## config.mk

```make
export PLATFORM = sky130hd
export DESIGN_NAME = dfx_mul
export DESIGN_NICKNAME = d
export VERILOG_FILES = /design/src/rtl/dfx_pkg.sv /design/src/rtl/dfx_mul_stage.sv /design/src/rtl/dfx_align_stage.sv /design/src/rtl/dfx_shift_stage.sv /design/src/rtl/dfx_mul.sv
export SDC_FILE = /design/constraint.sdc
export NUM_CORES = 2
export LEC_CHECK = 0
export BUFFER_PORTS_ARGS = -buffer_cell sky130_fd_sc_hd__buf_2
export CELL_PAD_IN_SITES_DETAIL_PLACEMENT = 0
export CELL_PAD_IN_SITES_GLOBAL_PLACEMENT = 1
export CORE_MARGIN = 2
export CORE_UTILIZATION = 44
export CTS_CLUSTER_SIZE = 20
export DETAILED_ROUTE_END_ITERATION = 16
export HOLD_SLACK_MARGIN = 0.05
export PLACE_DENSITY = 0.8
export SLEW_MARGIN = 0
export SYNTH_ARGS = -nofsm -noshare
export SYNTH_HDL_FRONTEND = slang
export SYNTH_SLANG_ARGS = --single-unit
```

## constraint.sdc

```tcl
create_clock -name clk_i -period 4.56 [get_ports clk_i]
set_input_delay 0.912 -clock clk_i [delete_from_list [all_inputs] [get_ports clk_i]]
set_output_delay 0.912 -clock clk_i [all_outputs]
set_load 0.05 [all_outputs]
```

## src/rtl/dfx_pkg.sv

```systemverilog
package dfx_pkg;
  typedef enum logic {
    SCALE_FINE   = 1'b0,
    SCALE_COARSE = 1'b1
  } scale_e;
endpackage

```

## src/rtl/dfx_mul_stage.sv

```systemverilog
module dfx_mul_stage #(
  parameter int unsigned W  = 31,
  localparam int unsigned PW = 2 * W
) (
  input  logic          clk_i,
  input  logic          rst_ni,
  input  logic          valid_i,
  input  logic          a_exp_i,
  input  logic [W-1:0]  a_sig_i,
  input  logic          b_exp_i,
  input  logic [W-1:0]  b_sig_i,
  output logic          valid_o,
  output logic [1:0]    ncoarse_o,
  output logic [PW-1:0] prod_o
);
  logic signed [W-1:0]  a_s, b_s;
  logic signed [PW-1:0] prod_d;

  assign a_s    = a_sig_i;
  assign b_s    = b_sig_i;
  assign prod_d = PW'(a_s) * PW'(b_s);

  always_ff @(posedge clk_i or negedge rst_ni) begin
    if (!rst_ni) begin
      valid_o   <= 1'b0;
      ncoarse_o <= '0;
      prod_o    <= '0;
    end else begin
      valid_o <= valid_i;
      if (valid_i) begin
        ncoarse_o <= {1'b0, a_exp_i} + {1'b0, b_exp_i};
        prod_o    <= prod_d;
      end
    end
  end

  logic up_q;
  always_ff @(posedge clk_i or negedge rst_ni)
    if (!rst_ni) up_q <= 1'b0;
    else         up_q <= 1'b1;

  AST_S1_VALID: assert property (@(posedge clk_i) disable iff (!rst_ni || !up_q)
    valid_o == $past(valid_i));
  AST_S1_NCOARSE: assert property (@(posedge clk_i) disable iff (!rst_ni || !up_q)
    valid_o |-> ncoarse_o <= 2'd2);
endmodule

```

## src/rtl/dfx_align_stage.sv

```systemverilog
module dfx_align_stage #(
  parameter int unsigned N  = 32,
  parameter int unsigned P0 = 16,
  parameter int unsigned P1 = 4,
  localparam int unsigned W  = N - 1,
  localparam int unsigned PW = 2 * W,
  localparam int unsigned D  = P0 - P1,
  localparam int unsigned AW = PW + 2 * D
) (
  input  logic          clk_i,
  input  logic          rst_ni,
  input  logic          valid_i,
  input  logic [1:0]    ncoarse_i,
  input  logic [PW-1:0] prod_i,
  output logic          valid_o,
  output logic          exp_o,
  output logic [AW-1:0] aligned_o
);
  import dfx_pkg::*;

  localparam logic signed [AW-1:0] BND_POS = AW'(1) << (N + P0 - 2);
  localparam logic signed [AW-1:0] BND_NEG = -BND_POS;

  logic signed [PW-1:0] prod_s;
  logic signed [AW-1:0] ext_s, aligned_d;
  scale_e               exp_d;

  assign prod_s = prod_i;
  assign ext_s  = AW'(prod_s);

  // bring the product to 2*P0 fractional bits
  always_comb begin
    unique case (ncoarse_i)
      2'd0:    aligned_d = ext_s;
      2'd1:    aligned_d = ext_s <<< D;
      default: aligned_d = ext_s <<< (2 * D);
    endcase
    exp_d = (aligned_d >= BND_NEG && aligned_d < BND_POS) ? SCALE_FINE : SCALE_COARSE;
  end

  always_ff @(posedge clk_i or negedge rst_ni) begin
    if (!rst_ni) begin
      valid_o   <= 1'b0;
      exp_o     <= 1'b0;
      aligned_o <= '0;
    end else begin
      valid_o <= valid_i;
      if (valid_i) begin
        exp_o     <= exp_d;
        aligned_o <= aligned_d;
      end
    end
  end

  logic up_q;
  always_ff @(posedge clk_i or negedge rst_ni)
    if (!rst_ni) up_q <= 1'b0;
    else         up_q <= 1'b1;

  AST_S2_VALID: assert property (@(posedge clk_i) disable iff (!rst_ni || !up_q)
    valid_o == $past(valid_i));
  AST_S2_ZERO: assert property (@(posedge clk_i) disable iff (!rst_ni || !up_q)
    $past(valid_i) && $past(prod_i) == '0 |-> !exp_o);
endmodule

```

## src/rtl/dfx_shift_stage.sv

```systemverilog
module dfx_shift_stage #(
  parameter int unsigned N  = 32,
  parameter int unsigned P0 = 16,
  parameter int unsigned P1 = 4,
  localparam int unsigned W  = N - 1,
  localparam int unsigned D  = P0 - P1,
  localparam int unsigned AW = 2 * W + 2 * D
) (
  input  logic          clk_i,
  input  logic          rst_ni,
  input  logic          valid_i,
  input  logic          exp_i,
  input  logic [AW-1:0] aligned_i,
  output logic          valid_o,
  output logic          exp_o,
  output logic [W-1:0]  sig_o,
  output logic          ovf_o
);
  localparam logic signed [AW-1:0] SMAX   = (AW'(1) << (W - 1)) - AW'(1);
  localparam logic signed [AW-1:0] SMIN   = -(AW'(1) << (W - 1));
  localparam logic [W-1:0]         SAT_HI = {1'b0, {(W-1){1'b1}}};
  localparam logic [W-1:0]         SAT_LO = {1'b1, {(W-1){1'b0}}};
  localparam logic signed [AW-1:0] BND    = AW'(1) << (N + P0 - 2);

  logic signed [AW-1:0] al_s, coarse_s;
  logic [W-1:0]         sig_d;
  logic                 ovf_d;

  assign al_s     = aligned_i;
  assign coarse_s = al_s >>> (2 * P0 - P1);

  always_comb begin
    ovf_d = 1'b0;
    if (!exp_i) begin
      sig_d = W'(al_s >>> P0);
    end else if (coarse_s > SMAX) begin
      sig_d = SAT_HI;
      ovf_d = 1'b1;
    end else if (coarse_s < SMIN) begin
      sig_d = SAT_LO;
      ovf_d = 1'b1;
    end else begin
      sig_d = W'(coarse_s);
    end
  end

  always_ff @(posedge clk_i or negedge rst_ni) begin
    if (!rst_ni) begin
      valid_o <= 1'b0;
      exp_o   <= 1'b0;
      sig_o   <= '0;
      ovf_o   <= 1'b0;
    end else begin
      valid_o <= valid_i;
      if (valid_i) begin
        exp_o <= exp_i;
        sig_o <= sig_d;
        ovf_o <= ovf_d;
      end
    end
  end

  logic up_q;
  always_ff @(posedge clk_i or negedge rst_ni)
    if (!rst_ni) up_q <= 1'b0;
    else         up_q <= 1'b1;

  AST_S3_VALID: assert property (@(posedge clk_i) disable iff (!rst_ni || !up_q)
    valid_o == $past(valid_i));
  AST_FINE_IN_RANGE: assert property (@(posedge clk_i) disable iff (!rst_ni)
    valid_i && !exp_i |-> (al_s < BND && al_s >= -BND));
  AST_OVF_COARSE: assert property (@(posedge clk_i) disable iff (!rst_ni)
    ovf_o |-> exp_o);
  AST_SAT_CODE: assert property (@(posedge clk_i) disable iff (!rst_ni)
    ovf_o |-> (sig_o == SAT_HI || sig_o == SAT_LO));
  AST_HOLD_IDLE: assert property (@(posedge clk_i) disable iff (!rst_ni || !up_q)
    !$past(valid_i) |-> $stable(sig_o) && $stable(exp_o));
endmodule

```

## src/rtl/dfx_mul.sv

```systemverilog
module dfx_mul #(
  parameter int unsigned N  = 32,
  parameter int unsigned P0 = 16,
  parameter int unsigned P1 = 4,
  localparam int unsigned W  = N - 1,
  localparam int unsigned PW = 2 * W,
  localparam int unsigned AW = PW + 2 * (P0 - P1)
) (
  input  logic         clk_i,
  input  logic         rst_ni,
  input  logic         valid_i,
  input  logic         a_exp_i,
  input  logic [W-1:0] a_sig_i,
  input  logic         b_exp_i,
  input  logic [W-1:0] b_sig_i,
  output logic         valid_o,
  output logic         y_exp_o,
  output logic [W-1:0] y_sig_o,
  output logic         ovf_o
);
  logic          s1_valid, s2_valid, s2_exp;
  logic [1:0]    s1_ncoarse;
  logic [PW-1:0] s1_prod;
  logic [AW-1:0] s2_aligned;

  dfx_mul_stage #(.W(W)) i_mul (
    .clk_i, .rst_ni, .valid_i,
    .a_exp_i, .a_sig_i, .b_exp_i, .b_sig_i,
    .valid_o  (s1_valid),
    .ncoarse_o(s1_ncoarse),
    .prod_o   (s1_prod)
  );

  dfx_align_stage #(.N(N), .P0(P0), .P1(P1)) i_align (
    .clk_i, .rst_ni,
    .valid_i  (s1_valid),
    .ncoarse_i(s1_ncoarse),
    .prod_i   (s1_prod),
    .valid_o  (s2_valid),
    .exp_o    (s2_exp),
    .aligned_o(s2_aligned)
  );

  dfx_shift_stage #(.N(N), .P0(P0), .P1(P1)) i_shift (
    .clk_i, .rst_ni,
    .valid_i  (s2_valid),
    .exp_i    (s2_exp),
    .aligned_i(s2_aligned),
    .valid_o  (valid_o),
    .exp_o    (y_exp_o),
    .sig_o    (y_sig_o),
    .ovf_o    (ovf_o)
  );

  AST_RESET_QUIET: assert property (@(posedge clk_i)
    !rst_ni |-> !valid_o && !ovf_o && y_sig_o == '0);
endmodule

```

==> results.txt <==
status: finished, violations left
failing checks: negative setup slack
R2R setup slack: 1.75 ns
# placed instances: 6213
final hold vios: 0
largest net degree at the start of global routing: 95
FP Rows: 114
Root Driver: clkbuf_16
Starting Density: 44.4%
Period minus WS final: 7.56 ns
area growth from synthesis to layout: 25.6%
initial drt markers: 2130
drt wl/cell: 18.7 um
max_slew headroom: 24.8%
antenna-violating nets left: 0
crit share post-route: 166%
Netlist Area Pre-Place: 42900 um^2
cell mode on critical path: fa_1
# IOs: 101
RSZ-0062 raised after global routing: yes
ys async rst share: 100%
CP endpoint kind: register
synthesized area per cell: 9.29 um^2
Antenna diodes: 0
Hold Path Class: register to register
most common cell after layout, fill and taps aside: inv_1
Clock Path Buffers: 2
antenna violations before repair: 1
vias in the first global route: 36600
Ys Warns: 0
critical path arrival: 7.88 ns
met2 wire len: 61.3 mm
fraction of layout cells with a size suffix above 1: 26.3%
total CTS buffers: 17
met3 WL: 5.24 mm
clock sinks: 171
Die H: 316 um
CP max FO: 7
# setup viols final: 55
total track usage: 24.8%
crit path kind: input pin to register
full die area: 100000 um^2
Synth Flop Type: dfrtp_1
fin cells: 6387
hold slack final: 0.470 ns
Worst-path clk slew: 0.07 ns
Core ar.: 96700 um^2
distinct cell type count after synthesis: 63
syn_nets: 5886
Port-buffer cells: 100
total gr overflow: 0
total number of vias: 32800
dpl hpwl: 94.9 mm
CP startpoint kind: input pin
Max-cap violations: 0
post-synthesis sequential area ratio: 9.97%
max frequency: 132 MHz
Seq cells post-synth: 171
met1 WL: 49.3 mm
slowest CP cell: fa_1
DR vias/cell: 5.14
CTS tree: yes
post-synthesis cell count: 4618
Max Used Layer: met5
1st-pass router iterations: 6
first-pass GRT wire length: 196 mm
worst-skew pair later-pin latency: 0.44 ns
H-tree levels: 4
CP max stage delay: 0.57 ns
worst slew pin tran: 1.13 ns
Critical Path RT: 4.88 ns
gpl congestion: 0.882
final slew viol count: 0
DRC Markers: 0
Post-synth EDFFs: 0
DRT Wirelength: 120 mm
Worst Clk Skew: 0.0164 ns
most frequent cells in the layout: 1007 x inv_1, 943 x fa_1, 520 x nand2_1
Layout Nets: 6366
worst setup slack after layout: -3.00 ns
Die Wd: 316 um
==> flip-flops by register name, indices dropped and copies added, names as in the netlist <==
register	flops
i_shift.exp_o	1
i_align.aligned_o	70
i_shift.valid_o	1
i_align.valid_o	1
i_shift.ovf_o	1
i_mul.prod_o	62
i_align.exp_o	1
i_shift.sig_o	31
i_mul.ncoarse_o	2
i_mul.valid_o	1
==> stage by stage <==
step                      setup TNS, ns  cell area, um^2  utilization, %  setup slack (ns)
final                           -134.17            53900            55.7             -3.00
after detailed placement        -175.17            48800            50.5             -3.93
after CTS                       -129.14            52500            54.3             -2.98
after floorplan                 -119.57            44400               -             -3.31
after global routing            -142.91            53900            55.7             -3.19
after global placement          -172.21            48800            50.5             -3.81
==> what timing repair did <==
action,CTS,global route
pin swaps,277,187
buffers inserted,91,48
setup endpoints to repair,56,55
gates resized for setup,504,246
hold buffers,0,0
gates cloned,10,4
==> worst max-delay path, delay by kind of cell <==
kind | cells | cell delay (ns)
adder cells (fa/ha/maj) | 9 | 4.39
AO/OA/AOI/OAI | 4 | 1.07
AND/OR/NAND/NOR | 5 | 0.96
buffers and inverters | 7 | 0.55
==> final timing paths <==
check | from | end | cells past startpoint
setup reg to reg | i_mul.ncoarse_o[0]$_DFFE_PN0P_ | i_align.exp_o$_DFFE_PN0P_ | 9
max in group asynchronous | rst_ni | i_mul.prod_o[48]$_DFFE_PN0P_ | 2
setup / recovery | b_sig_i[4] | i_mul.prod_o[60]$_DFFE_PN0P_ | 25
hold / removal | i_align.valid_o$_DFF_PN0_ | i_shift.sig_o[30]$_DFFE_PN0P_ | 1
hold reg to reg | i_align.valid_o$_DFF_PN0_ | i_shift.sig_o[30]$_DFFE_PN0P_ | 1
min in group asynchronous | rst_ni | i_shift.sig_o[15]$_DFFE_PN0P_ | 1
==> Yosys cell counts (all sizes together) (4+ instances only) <==
library cell	instances	area share, %
o211ai	9	0.16
a21o	15	0.26
nor3	14	0.16
clkbuf	245	2.1
nand2b	15	0.22
xor2	15	0.31
a211o	4	0.082
o22ai	9	0.13
inv	1078	9.4
nor4	21	0.31
ha	183	5.3
mux2	97	2.5
a21oi	191	2.2
o31ai	5	0.099
nand4	37	0.54
nor2	126	1.1
nand3	26	0.30
a41oi	6	0.12
mux2i	75	1.7
o21bai	9	0.16
a211oi	19	0.33
and3	7	0.11
dfrtp	171	10
a31oi	7	0.10
nor2b	9	0.13
a22oi	5	0.087
nand2	564	4.9
fa	1018	47
xnor2	43	0.88
buf	18	0.19
and2	451	6.6
o21ai	85	0.99
o21a	4	0.070
==> area by class of cell <==
class,count,area (um^2)
fill,8308,42800
multi-input combinational,3104,36100
timing repair buffer,724,7200
sequential,171,4290
inverter,1080,4070
tap,1276,1600
clock buffer,17,425
clock inverter,15,171
==> layer usage <==
| layer | up-vias | track usage, % |
|---|---|---|
| met5 | - | 0 |
| met4 | 2 | 6.60 |
| met3 | 242 | 2.59 |
| met2 | 863 | 44.5 |
| met1 | 17100 | 32.1 |
| li1 | 14600 | - |
==> logic make-up after synthesis <==
group,synth area share (%)
flip-flops,9.97
AO/OA/AOI/OAI,5.31
buffers and inverters,11.8
multiplexers,4.29
adder cells (fa/ha/maj),52.8
AND/OR/NAND/NOR,14.6
XOR/XNOR,1.18
Power is left out: the tool's default activity adds up to more than one toggle a clock period on the data nets, which glitch-free logic cannot reach.
